===== src/rtl/qmg_pkg.sv =====
package qmg_pkg;
   typedef enum logic {
      SRC_FLAG  = 1'b0,
      SRC_NOISE = 1'b1
   } pin_src_e;

   function automatic int unsigned cnt_width(input int unsigned limit);
      return $clog2(limit + 1);
   endfunction
endpackage


===== src/rtl/qmg_silence.sv =====
module qmg_silence #(
   parameter int unsigned SW    = 24,
   parameter int unsigned LIMIT = 1024,
   localparam int unsigned CW   = qmg_pkg::cnt_width(LIMIT)
) (
   input  logic          clk,
   input  logic          rst_n,
   input  logic          frame_stb,
   input  logic [SW-1:0] samp_a,
   input  logic [SW-1:0] samp_b,
   output logic [CW-1:0] count_o,
   output logic          silent_o
);
   localparam logic [CW-1:0] FULL = CW'(LIMIT);

   logic          loud;
   logic [CW-1:0] run_q;

   generate
      if (LIMIT < 1) begin : g_bad_limit
         $error("qmg_silence: LIMIT must be at least 1");
      end
      if (SW < 1) begin : g_bad_width
         $error("qmg_silence: SW must be at least 1");
      end
   endgenerate

   assign loud = (|samp_a) | (|samp_b);

   always_ff @(posedge clk or negedge rst_n) begin
      if (!rst_n) begin
         run_q <= '0;
      end else if (frame_stb) begin
         if (loud) begin
            run_q <= '0;
         end else if (run_q != FULL) begin
            run_q <= run_q + 1'b1;
         end
      end
   end

   assign count_o  = run_q;
   assign silent_o = (run_q == FULL);
endmodule


===== src/rtl/qmg_prbs.sv =====
module qmg_prbs #(
   parameter int unsigned    LW   = 24,
   parameter logic [LW-1:0] TAPS = 24'hE10000,
   parameter logic [LW-1:0] SEED = 24'h000001
) (
   input  logic          clk,
   input  logic          rst_n,
   input  logic          step,
   output logic [LW-1:0] state_o,
   output logic          bit_o
);
   logic [LW-1:0] sh_q;
   logic          fb;

   generate
      if (LW < 2) begin : g_bad_len
         $error("qmg_prbs: LW must be at least 2");
      end
      if (SEED == '0) begin : g_bad_seed
         $error("qmg_prbs: SEED must be non-zero");
      end
      if (TAPS[LW-1] != 1'b1) begin : g_bad_taps
         $error("qmg_prbs: TAPS must include the top stage");
      end
   endgenerate

   assign fb = ^(sh_q & TAPS);

   always_ff @(posedge clk or negedge rst_n) begin
      if (!rst_n) begin
         sh_q <= SEED;
      end else if (step) begin
         sh_q <= {sh_q[LW-2:0], fb};
      end
   end

   assign state_o = sh_q;
   assign bit_o   = sh_q[LW-1];
endmodule


===== src/rtl/qmg_pinmux.sv =====
module qmg_pinmux #(
   parameter int unsigned    TW   = 8,
   parameter logic [TW-1:0] CODE = 8'd7
) (
   input  logic [TW-1:0] test_code,
   input  logic          flag,
   input  logic          noise,
   output logic          pin_o
);
   qmg_pkg::pin_src_e src;

   assign src   = (test_code == CODE) ? qmg_pkg::SRC_NOISE : qmg_pkg::SRC_FLAG;
   assign pin_o = (src == qmg_pkg::SRC_NOISE) ? noise : flag;
endmodule


===== src/rtl/quiet_mute_gen.sv =====
module quiet_mute_gen #(
   parameter int unsigned          SAMPLE_W      = 24,
   parameter int unsigned          SILENT_FRAMES = 1024,
   parameter int unsigned          PRBS_W        = 24,
   parameter logic [PRBS_W-1:0]    PRBS_TAPS     = 24'hE10000,
   parameter logic [PRBS_W-1:0]    PRBS_SEED     = 24'h000001,
   parameter int unsigned          TEST_W        = 8,
   parameter logic [TEST_W-1:0]    NOISE_CODE    = 8'd7,
   localparam int unsigned         CNT_W         = qmg_pkg::cnt_width(SILENT_FRAMES)
) (
   input  logic                clk,
   input  logic                rst_n,
   input  logic                frame_stb,
   input  logic [SAMPLE_W-1:0] samp_a,
   input  logic [SAMPLE_W-1:0] samp_b,
   input  logic                bit_en,
   input  logic [TEST_W-1:0]   test_code,
   output logic                mute_o
);
   logic [CNT_W-1:0]  sil_cnt;
   logic              sil_flag;
   logic [PRBS_W-1:0] prbs_state;
   logic              prbs_bit;

   qmg_silence #(
      .SW    (SAMPLE_W),
      .LIMIT (SILENT_FRAMES)
   ) u_sil (
      .clk       (clk),
      .rst_n     (rst_n),
      .frame_stb (frame_stb),
      .samp_a    (samp_a),
      .samp_b    (samp_b),
      .count_o   (sil_cnt),
      .silent_o  (sil_flag)
   );

   qmg_prbs #(
      .LW   (PRBS_W),
      .TAPS (PRBS_TAPS),
      .SEED (PRBS_SEED)
   ) u_prbs (
      .clk     (clk),
      .rst_n   (rst_n),
      .step    (bit_en),
      .state_o (prbs_state),
      .bit_o   (prbs_bit)
   );

   qmg_pinmux #(
      .TW   (TEST_W),
      .CODE (NOISE_CODE)
   ) u_mux (
      .test_code (test_code),
      .flag      (sil_flag),
      .noise     (prbs_bit),
      .pin_o     (mute_o)
   );
endmodule


===== config.mk =====
export PLATFORM = sky130hd
export DESIGN_NAME = quiet_mute_gen
export DESIGN_NICKNAME = d
export VERILOG_FILES = /design/src/rtl/qmg_pkg.sv /design/src/rtl/qmg_silence.sv /design/src/rtl/qmg_prbs.sv /design/src/rtl/qmg_pinmux.sv /design/src/rtl/quiet_mute_gen.sv
export SDC_FILE = /design/constraint.sdc
export NUM_CORES = 1
export LEC_CHECK = 0
export BUFFER_PORTS_ARGS = -buffer_cell sky130_fd_sc_hd__buf_2
export CELL_PAD_IN_SITES_DETAIL_PLACEMENT = 0
export CELL_PAD_IN_SITES_GLOBAL_PLACEMENT = 2
export CORE_MARGIN = 2
export CORE_UTILIZATION = 32
export CTS_BUF_LIST = sky130_fd_sc_hd__clkbuf_8
export DETAILED_ROUTE_END_ITERATION = 7
export HOLD_SLACK_MARGIN = 0.12
export PLACE_DENSITY = 0.8
export RECOVER_POWER = 50
export SYNTH_ARGS = -nofsm -noshare
export SYNTH_HDL_FRONTEND = slang
export SYNTH_SLANG_ARGS = --single-unit
export TNS_END_PERCENT = 100

===== constraint.sdc =====
create_clock -name clk -period 1.6 [get_ports clk]
set_clock_uncertainty 0.15 [all_clocks]
set_input_delay 0.24 -clock clk [delete_from_list [all_inputs] [get_ports clk]]
set_output_delay 0.24 -clock clk [all_outputs]
set_load 0.02 [all_outputs]

==> reports/results.ini, run 1 <==
[pwr]
finalPower_uw=2660
cellPowerDensity_nw_per_um2=955
p_leak_uw=0.00123
peakVddDrop_mv=0.471

[critical_path]
critPathKind=flop to output port
cp-start-kind=flop
crit_chain=nor4_2, nand4_1, mux2i_4, buf_6
critPathMaxFanout=2
critPathSlowestCell=dfrtp_1
slowest_delay_ns=0.41
cp_data_arrival_time_ns=1.52
end_kind=output port
crit_required_ns=1.21

[global_routing]
antenna_found_initial=0
grt_max_degree=36
grt_overflow=0
grt_use_total_pct=13.9
grt_pass1_wl_um=6800
first_global_vias=1567

[sta]
finalCritPeriodShare_pct=119
finalSetupViolations=7
slew-limit-headroom_pct=42.9
tns_ns=-0.481
hold_viol=0
min_period_ns=1.91
slew_violations=0
timing.final.ws_setup_ns=-0.310
rsz0062_at_grt=true
worstMarginPinSlew_ns=0.857
fmax_mhz=523

[finish]
post-route-util_pct=51.5
layout.nets=300
syn2layout_area_growth_pct=57.5
final_cells=311
multi_input_area_um2=1110
n_antenna_cell=0
num-fill-cells=482
final_common_cell=buf_2
final_cell_mix=buf_2 (59), dfrtp_1 (34), mux2_1 (22), buf_4 (19), nor4_2 (9)
drive_above_1_share_pct=58.6
regArea_um2=877

[synth]
syn_nets=208
avgSynthCellArea_um2=12.1
synth-seq-cells=35
synthArstFlopShare_pct=100
synth_edf_count=0
synth_cell_type_count=32
syn_inst=146
seq_area_frac_synth_pct=49.6
yosys-top-cells-area=dfrtp_1 (48%), mux2_1 (14%), nor4_1 (3.9%), o311ai_2 (2.8%), nand3_1 (2.3%)
ys_warn_count=0
yosysTopAreaCell=dfrtp_1
synth.top_cell.area_share_pct=48.1
synth.cell_area_um2=1770
synthFlopType=dfrtp_1

[placement]
place_congestion=0.716
placed_cells=297
portBuffers=60
place_hpwl_um=2930

[status]
status=complete, but fails checks
violations=setup timing

[min_path]
hp-class=input port to flop

[die]
die_area_um2=6140
ios=61
dieWidth_um=78.3
core_area_um2=5410
rows=27
initial_core_util_pct=32.7
die-height_um=78.3

[clock_network]
clkLatencyLatePin_ns=0.28
cts-htree-levels=2
path_clk_slew_ns=0.07
cts_root_buffer=clkbuf_8
cts_buffers=5
max-clock-path-buffers=2
clock-sinks=35
cts_tree=yes

[detailed_routing]
routed_via_density=4.86
wirelength_um=4000
num_vias=1512
drt_iter0_markers=42
ant_nets=0
dr.pass1.iters=4
drc=0
wl_per_cell_um=12.9

[job]
drv_cap=0

[worst max-delay path: cells and delay by family, from the launching register on]
kind | cells | cell delay (ns)
buf+inv | 1 | 0.14
flops | 1 | 0.41
simple gates | 2 | 0.49
mux | 1 | 0.20
[state kept, by name, summed over array words and instances, names as in the netlist]
name and flops:
u_prbs.state_o 24, u_sil.count_o 11
[final cells by class]
cell class / count / share of cell area, %
flip-flops and latches: 35 / 31.5
clock buffers: 6 / 2.97
well taps: 72 / 3.24
repair buffers: 89 / 20.2
inverters: 7 / 0.944
clock inverters: 2 / 1.26
multi-input cells: 100 / 39.9
[cell usage after synthesis, types with 2 or more instances]
library cell,count
dfrtp_1,34
clkbuf_1,4
nor3_1,4
o31ai_2,2
a22o_1,3
mux2i_1,3
nor4_2,3
nand2b_1,3
nand3_1,8
nor2b_1,3
ha_1,2
mux2_1,22
and3_1,2
xnor2_1,3
nor4_1,11
o22ai_1,2
nand4_2,2
o311ai_2,3
o41ai_1,2
nand4_1,3
inv_1,7
nand2_1,7
o21ai_1,4
[power by group]
group          internal (uW)  total (uW)  switching [uW]
logic                    300         499             199
registers               1200        1340             143
clock network            504         821             317
total                   2000        2660             660
[per-stage QoR]
stage	worst slack [ns]	hold WS, ns	cell area [um2]
after floorplan	-0.0413	-0.206	1850
after global placement	-0.277	0.148	2410
after detailed placement	-0.308	0.152	2410
after CTS	-0.335	0.177	2630
after global routing	-0.384	0.198	2780
final	-0.310	0.179	2780
[metal layers]
metal | track usage [%] | routed length (um) | vias to the layer above
met5 | 0 | 0 | -
met4 | 4.21 | 42 | 0
met3 | 4.48 | 305 | 5
met2 | 24.1 | 1890 | 66
met1 | 16.5 | 1760 | 706
li1 | - | - | 735
[kinds of logic after synthesis]
group,share of synthesized area (%)
AND/OR/NAND/NOR,20.2
adder cells (fa/ha/maj),1.42
AO/OA/AOI/OAI,9.20
XOR/XNOR,1.49
flip-flops,49.6
multiplexers,15.7
buffers and inverters,2.34
[timing repair]
item / CTS / global route
pin swaps: 10 / 14
hold buffers: 1 / 0
endpoints found under the setup margin: 11 / 12
cloned: 0 / 0
gates resized for setup: 15 / 24
setup buffers: 3 / 4
hold endpoints to repair: 34 / 0
[final timing paths]
path | endpoint | start | cells after the start | slack [ns]
setup reg to reg | u_sil.count_o[0]$_DFFE_PN0P_ | u_sil.count_o[4]$_DFFE_PN0P_ | 5 | -0.06
hold / removal | u_prbs.state_o[0]$_DFFE_PN1P_ | bit_en | 3 | 0.18
max in group asynchronous | u_prbs.state_o[7]$_DFFE_PN0P_ | rst_n | 3 | 0.24
hold reg to reg | u_prbs.state_o[8]$_DFFE_PN0P_ | u_prbs.state_o[7]$_DFFE_PN0P_ | 1 | 0.33
min in group asynchronous | u_prbs.state_o[8]$_DFFE_PN0P_ | rst_n | 3 | 0.53
setup / recovery | mute_o | u_sil.count_o[4]$_DFFE_PN0P_ | 4 | -0.31
(Power assumes the default switching activity.)
==> run 2, diff against run 1 <==
--- a/config.mk
+++ b/config.mk
@@ -11,7 +11,9 @@
 export CORE_MARGIN = 2
 export CORE_UTILIZATION = 32
 export CTS_BUF_LIST = sky130_fd_sc_hd__clkbuf_8
+export CTS_CLUSTER_DIAMETER = 30
 export DETAILED_ROUTE_END_ITERATION = 7
+export GPL_TIMING_DRIVEN = 0
 export HOLD_SLACK_MARGIN = 0.12
 export PLACE_DENSITY = 0.8
 export RECOVER_POWER = 50
==> reports/results.ini, run 2 (synthesis gave the netlist of run 1 again) <==
[global_routing]
antenna_found_initial=0  ; unchanged
first_global_vias=1525  ; -2.7%
grt_overflow=0  ; unchanged
grt_pass1_wl_um=6920  ; +1.8%
grt_max_degree=36  ; unchanged
grt_use_total_pct=14.5  ; +0.54 points

[critical_path]
critPathKind=flop to output port
cp_data_arrival_time_ns=1.54  ; +0.02 ns
cp-start-kind=flop
critPathMaxFanout=3  ; +1
end_kind=output port
crit_required_ns=1.21  ; about the same
r2r_setup_slack_ns=-0.11  ; -0.05 ns

[clock_network]
cts-htree-levels=2  ; unchanged
clkLatencyLatePin_ns=0.29  ; about the same
cts_buffers=5  ; unchanged
cts_root_buffer=clkbuf_8
cts_tree=yes
max-clock-path-buffers=2  ; unchanged
path_clk_slew_ns=0.08  ; about the same
clock-sinks=35  ; unchanged

[finish]
postLayoutCellArea_um2=2680  ; -3.6%
syn2layout_area_growth_pct=51.7
final_common_cell=buf_2
drive_above_1_share_pct=55.2  ; -3.4 points
post-route-util_pct=49.6  ; -1.9 points
largest_reg_flops=24  ; unchanged
final_cell_mix=buf_2 (57), dfrtp_1 (28), mux2_1 (22), buf_4 (14)
layout.nets=293  ; -2.3%
n_antenna_cell=0  ; unchanged

[sta]
timing.final.ws_setup_ns=-0.329  ; -0.0182 ns
finalSetupViolations=10  ; +3
min_period_ns=1.93  ; +0.0182 ns
rsz0062_at_grt=true
slew_violations=0  ; unchanged
worstMarginPinSlew_ns=0.879  ; +0.0225 ns
fmax_mhz=519  ; -0.95%
hold_viol=0  ; unchanged
finalCritPeriodShare_pct=121  ; +1.1 points
slew-limit-headroom_pct=41.4  ; -1.5 points

[detailed_routing]
dr.pass1.iters=4  ; unchanged
routed_via_density=4.96  ; +2.0%
wl_met2_um=1960  ; +3.5%
drc=0  ; unchanged
ant_nets=0  ; unchanged
wl_met3_um=329  ; +7.9%
wirelength_um=4160  ; +3.9%
drt_iter0_markers=45  ; +7.1%
wl_per_cell_um=13.7  ; +6.3%
num_vias=1507  ; -0.33%
m1WireLength_um=1800  ; +2.3%
highest_layer=met4

[placement]
place_area_um2=2230  ; -7.3%
place_hpwl_um=2820  ; -3.7%
place_congestion=0.726  ; +1.5%
portBuffers=59  ; -1.7%

[die]
die-height_um=78.3  ; unchanged
initial_core_util_pct=32.7  ; unchanged
ios=61  ; unchanged
core_area_um2=5410  ; unchanged
die_area_um2=6140  ; unchanged
rows=27  ; unchanged
dieWidth_um=78.3  ; unchanged

[min_path]
hp-class=input port to flop

[job]
drv_cap=0  ; unchanged

[pwr]
peakVddDrop_mv=0.459  ; -2.5%
p_leak_uw=0.00117  ; -4.5%
cellPowerDensity_nw_per_um2=980  ; +2.6%

[status]
status=complete, but fails checks
violations=setup timing

==> run 2: cell count changes in the layout (fill, tap and decap cells not counted), sizes merged <==
cell	previous run	this run
buf	87	76
clkbuf	7	10
clkinv	1	2
==> run 2: path summary, 6_finish.rpt <==
| check | start | end | cells after the start |
|---|---|---|---|
| max in group asynchronous | rst_n | u_sil.count_o[1]$_DFFE_PN0P_ | 2 |
| worst max-delay path | u_sil.count_o[8]$_DFFE_PN0P_ | mute_o | 4 |
| worst min register to register | u_prbs.state_o[17]$_DFFE_PN0P_ | u_prbs.state_o[18]$_DFFE_PN0P_ | 1 |
| min in group asynchronous | rst_n | u_prbs.state_o[21]$_DFFE_PN0P_ | 2 |
| worst max register to register | u_sil.count_o[8]$_DFFE_PN0P_ | u_sil.count_o[0]$_DFFE_PN0P_ | 5 |
| worst min-delay path | frame_stb | u_sil.count_o[3]$_DFFE_PN0P_ | 3 |
==> run 2: final cells by class <==
cell class | instances | area, um2
fillers | 491 | 2720
clock buffers | 5 | 68.8
well taps | 72 | 90.1
plain buffers | 4 | 15.0
clock inverters | 3 | 43.8
repair buffers | 78 | 462
flip-flops and latches | 35 | 885
inverters | 7 | 26.3
multi-input cells | 100 | 1090
==> run 2: per-layer routing <==
metal / GRT usage (%) / up-vias
met3: 4.83 / 7
met4: 5.79 / 0
li1: - / 717
met5: 0 / -
met2: 23.3 / 67
met1: 17.9 / 716
==> run 2: through the flow <==
| step | setup WS (ns) | instances | hold WS [ns] | setup TNS (ns) | total power (uW) |
|---|---|---|---|---|---|
| after global placement | -0.444 | 277 | 0.211 | -5.54 | 1830 |
| after detailed placement | -0.386 | 277 | 0.218 | -5.22 | 1860 |
| after global routing | -0.404 | 304 | 0.203 | -1.74 | 2820 |
| after CTS | -0.339 | 297 | 0.177 | -0.647 | 2670 |
| final | -0.329 | 304 | 0.205 | -0.789 | 2630 |
| after floorplan | -0.0413 | 146 | -0.206 | -0.125 | 1660 |
==> run 2: report_power, final <==
part           switching [uW]  internal (uW)  leakage [uW]
sequential                150           1190      0.000433
combinational             194            295      0.000681
clock                     332            464     0.0000581
==> run 2: worst max-delay path, cell delays in order, from the launching register on <==
cell and delay [ns]:
dfrtp_2 0.43, nor4_4 0.28, nand4_1 0.21, mux2i_4 0.19, buf_6 0.14
==> run 2: repair_timing <==
| item | CTS | global route |
|---|---|---|
| resized for setup | 24 | 14 |
| setup buffers | 11 | 9 |
| pin swaps | 11 | 8 |
| hold endpoints to repair | 34 | 0 |
| setup endpoints to repair | 12 | 12 |
| hold buffers | 1 | 0 |
==> run 3, diff against run 2 <==
--- a/config.mk
+++ b/config.mk
@@ -9,14 +9,15 @@
 export CELL_PAD_IN_SITES_DETAIL_PLACEMENT = 0
 export CELL_PAD_IN_SITES_GLOBAL_PLACEMENT = 2
 export CORE_MARGIN = 2
-export CORE_UTILIZATION = 32
+export CORE_UTILIZATION = 35
 export CTS_BUF_LIST = sky130_fd_sc_hd__clkbuf_8
 export CTS_CLUSTER_DIAMETER = 30
 export DETAILED_ROUTE_END_ITERATION = 7
 export GPL_TIMING_DRIVEN = 0
 export HOLD_SLACK_MARGIN = 0.12
-export PLACE_DENSITY = 0.8
+export PLACE_DENSITY = 0.86
 export RECOVER_POWER = 50
+export SETUP_SLACK_MARGIN = 0.3
 export SYNTH_ARGS = -nofsm -noshare
 export SYNTH_HDL_FRONTEND = slang
 export SYNTH_SLANG_ARGS = --single-unit
==> constraint.sdc (replaced) <==
create_clock -name clk -period 2.3 [get_ports clk]
set_clock_uncertainty 0.15 [all_clocks]
set_input_delay 0.345 -clock clk [delete_from_list [all_inputs] [get_ports clk]]
set_output_delay 0.345 -clock clk [all_outputs]
set_load 0.02 [all_outputs]
==> reports/results.ini, run 3 (synthesis gave the netlist of run 1 again) <==
[status]
status=complete, no violations

[min_path]
whs_path_depth=3  ; unchanged
worst_hold_path.endpoint=u_sil.count_o[3]$_DFFE_PN0P_
hp-class=input port to flop
hold_start=frame_stb

[sta]
fmax_mhz=509
finalSetupViolations=0  ; -10
min_period_ns=1.96
rsz0062_at_grt=true
slew_violations=0  ; unchanged
slew-limit-headroom_pct=43.7  ; +2.3 points
worstMarginPinSlew_ns=0.845  ; -0.0341 ns
hold_viol=0  ; unchanged
finalCritPeriodShare_pct=85.4
tns_ns=0  ; +0.789 ns

[critical_path]
critPathSlowestCell=dfrtp_2
reg2reg_depth=6  ; +1
cp-start-kind=flop
critPathKind=flop to output port
r2r_setup_slack_ns=0.53  ; +0.64 ns
end_kind=output port
crit_required_ns=1.80  ; +0.59 ns
crit_chain=nor4_4, nand4_1, mux2i_1, buf_4
slowest_delay_ns=0.42  ; about the same
cp-startpoint=u_sil.count_o[5]$_DFFE_PN0P_
critPathMaxFanout=2  ; -1
r2r-end=u_sil.count_o[9]$_DFFE_PN0P_
cp_data_arrival_time_ns=1.47  ; -0.07 ns
reg2reg_from=u_sil.count_o[2]$_DFFE_PN0P_

[detailed_routing]
highest_layer=met4
num_vias=1437  ; -4.6%
wl_met3_um=101  ; -69%
ant_nets=0  ; unchanged
drt_iter0_markers=58  ; +29%
m1WireLength_um=1600  ; -11%
wirelength_um=3960  ; -4.8%
wl_per_cell_um=13.8  ; +0.88%
routed_via_density=5.01  ; +1.0%
drc=0  ; unchanged
dr.pass1.iters=4  ; unchanged
wl_met2_um=2180  ; +11%

[clock_network]
clkLatencyLatePin_ns=0.28  ; about the same
cts_tree=yes
max-clock-path-buffers=2  ; unchanged
cts-htree-levels=2  ; unchanged
cts_buffers=5  ; unchanged
cts_root_buffer=clkbuf_8
clock-sinks=35  ; unchanged
path_clk_slew_ns=0.07  ; about the same

[pwr]
combPwrFrac_pct=17.3  ; -1.3 points
p_sw_uw=456  ; -32%
p_clk_share_pct=33.8  ; +3.5 points
power_frac_seq_pct=48.9  ; -2.2 points
cellPowerDensity_nw_per_um2=809  ; -17%
p_leak_uw=0.00108  ; -8.3%
internal-power_uw=1460  ; -25%
switching_share_pct=23.8  ; -1.9 points
peakVddDrop_mv=0.326  ; -29%

[finish]
layout.nets=281  ; -4.1%
syn2layout_area_growth_pct=34.0
final_common_cell=buf_2
final_cell_mix=buf_2 (57), dfrtp_1 (30), mux2_1 (22), nor4_1 (9)
drive_above_1_share_pct=42.7  ; -12 points
n_antenna_cell=0  ; unchanged
largest_reg_flops=24  ; unchanged
final_cells=287  ; -5.6%

[global_routing]
grt_max_degree=36  ; unchanged
first_global_vias=1597  ; +4.7%
grt_overflow=0  ; unchanged
antenna_found_initial=0  ; unchanged
grt_pass1_wl_um=6910  ; -0.10%
grt_use_total_pct=16.3  ; +1.8 points

[placement]
placed_cells=272  ; -1.8%
portBuffers=59  ; unchanged
place_hpwl_um=3030  ; +7.3%
place_congestion=0.855  ; +18%

[die]
dieWidth_um=75.1  ; -4.2%
core_area_um2=4790  ; -11%
initial_core_util_pct=36.9  ; +4.2 points
ios=61  ; unchanged
die_area_um2=5640  ; -8.2%
rows=25  ; -7.4%
die-height_um=75.1  ; -4.2%

[job]
drv_cap=0  ; unchanged

## run 3: changes by cell type in the layout (fill, tap and decap cells not counted), moves of 3 or more
cell,change
buf_4,-7
buf_6,-5
nand3_1,+3
nand3_4,-3
nor3_1,+3
nor4_1,+7
nor4_4,-5
## run 3: cell type report
| class | count | area (um2) |
|---|---|---|
| tap | 67 | 83.8 |
| multi-input combinational | 100 | 877 |
| fill | 450 | 2420 |
| sequential | 35 | 882 |
| clock buffer | 5 | 68.8 |
| clock inverter | 3 | 63.8 |
| buffer | 4 | 15.0 |
| timing repair buffer | 66 | 353 |
| inverter | 7 | 26.3 |
## run 3: worst max-delay path: cells and delay by family (launching register included)
kind,cells,cell delay [ns]
buf+inv,1,0.16
flops,1,0.42
simple gates,2,0.44
mux,1,0.16
## run 3: worst max path at each step
stage	to	slack [ns]
2_1_floorplan	mute_o	0.48
3_3_place_gp	u_sil.count_o[6]$_DFFE_PN0P_	0.14
3_5_place_dp	u_sil.count_o[5]$_DFFE_PN0P_	0.13
4_1_cts	mute_o	0.30
5_1_grt	mute_o	0.24
6_report	mute_o	0.34
## run 3: power groups by stage
stage               Combinational [uW]  Sequential [uW]  Clock [uW]
detailed placement                 338              955           0
CTS                                342              942         668
floorplan                          234              914           0
global placement                   316              940           0
global route                       381              966         692
finish                             331              937         649
## run 3: per-stage QoR
step	worst slack, ns	hold slack (ns)	cell area, um2	utilization (%)	total power [uW]
6_report	0.336	0.266	2370	49.5	1920
3_5_place_dp	0.126	0.315	2150	44.9	1290
4_1_cts	0.303	0.257	2350	49.1	1950
3_3_place_gp	0.138	0.288	2150	44.9	1260
5_1_grt	0.236	0.271	2370	49.5	2040
2_1_floorplan	0.482	-0.101	1770	-	1150
## run 3: repair_timing
action                     CTS  global route
hold endpoints to repair    34             0
gates resized for setup      8             1
setup buffers                4             2
setup endpoints to repair    1             4
hold buffers                 1             0
pin swaps                    1             1
## run 3: per-layer routing
layer	GRT usage, %	up-vias
met1	17.3	708
met4	7.54	0
met3	3.75	9
li1	-	698
met2	30.2	22
met5	0	-
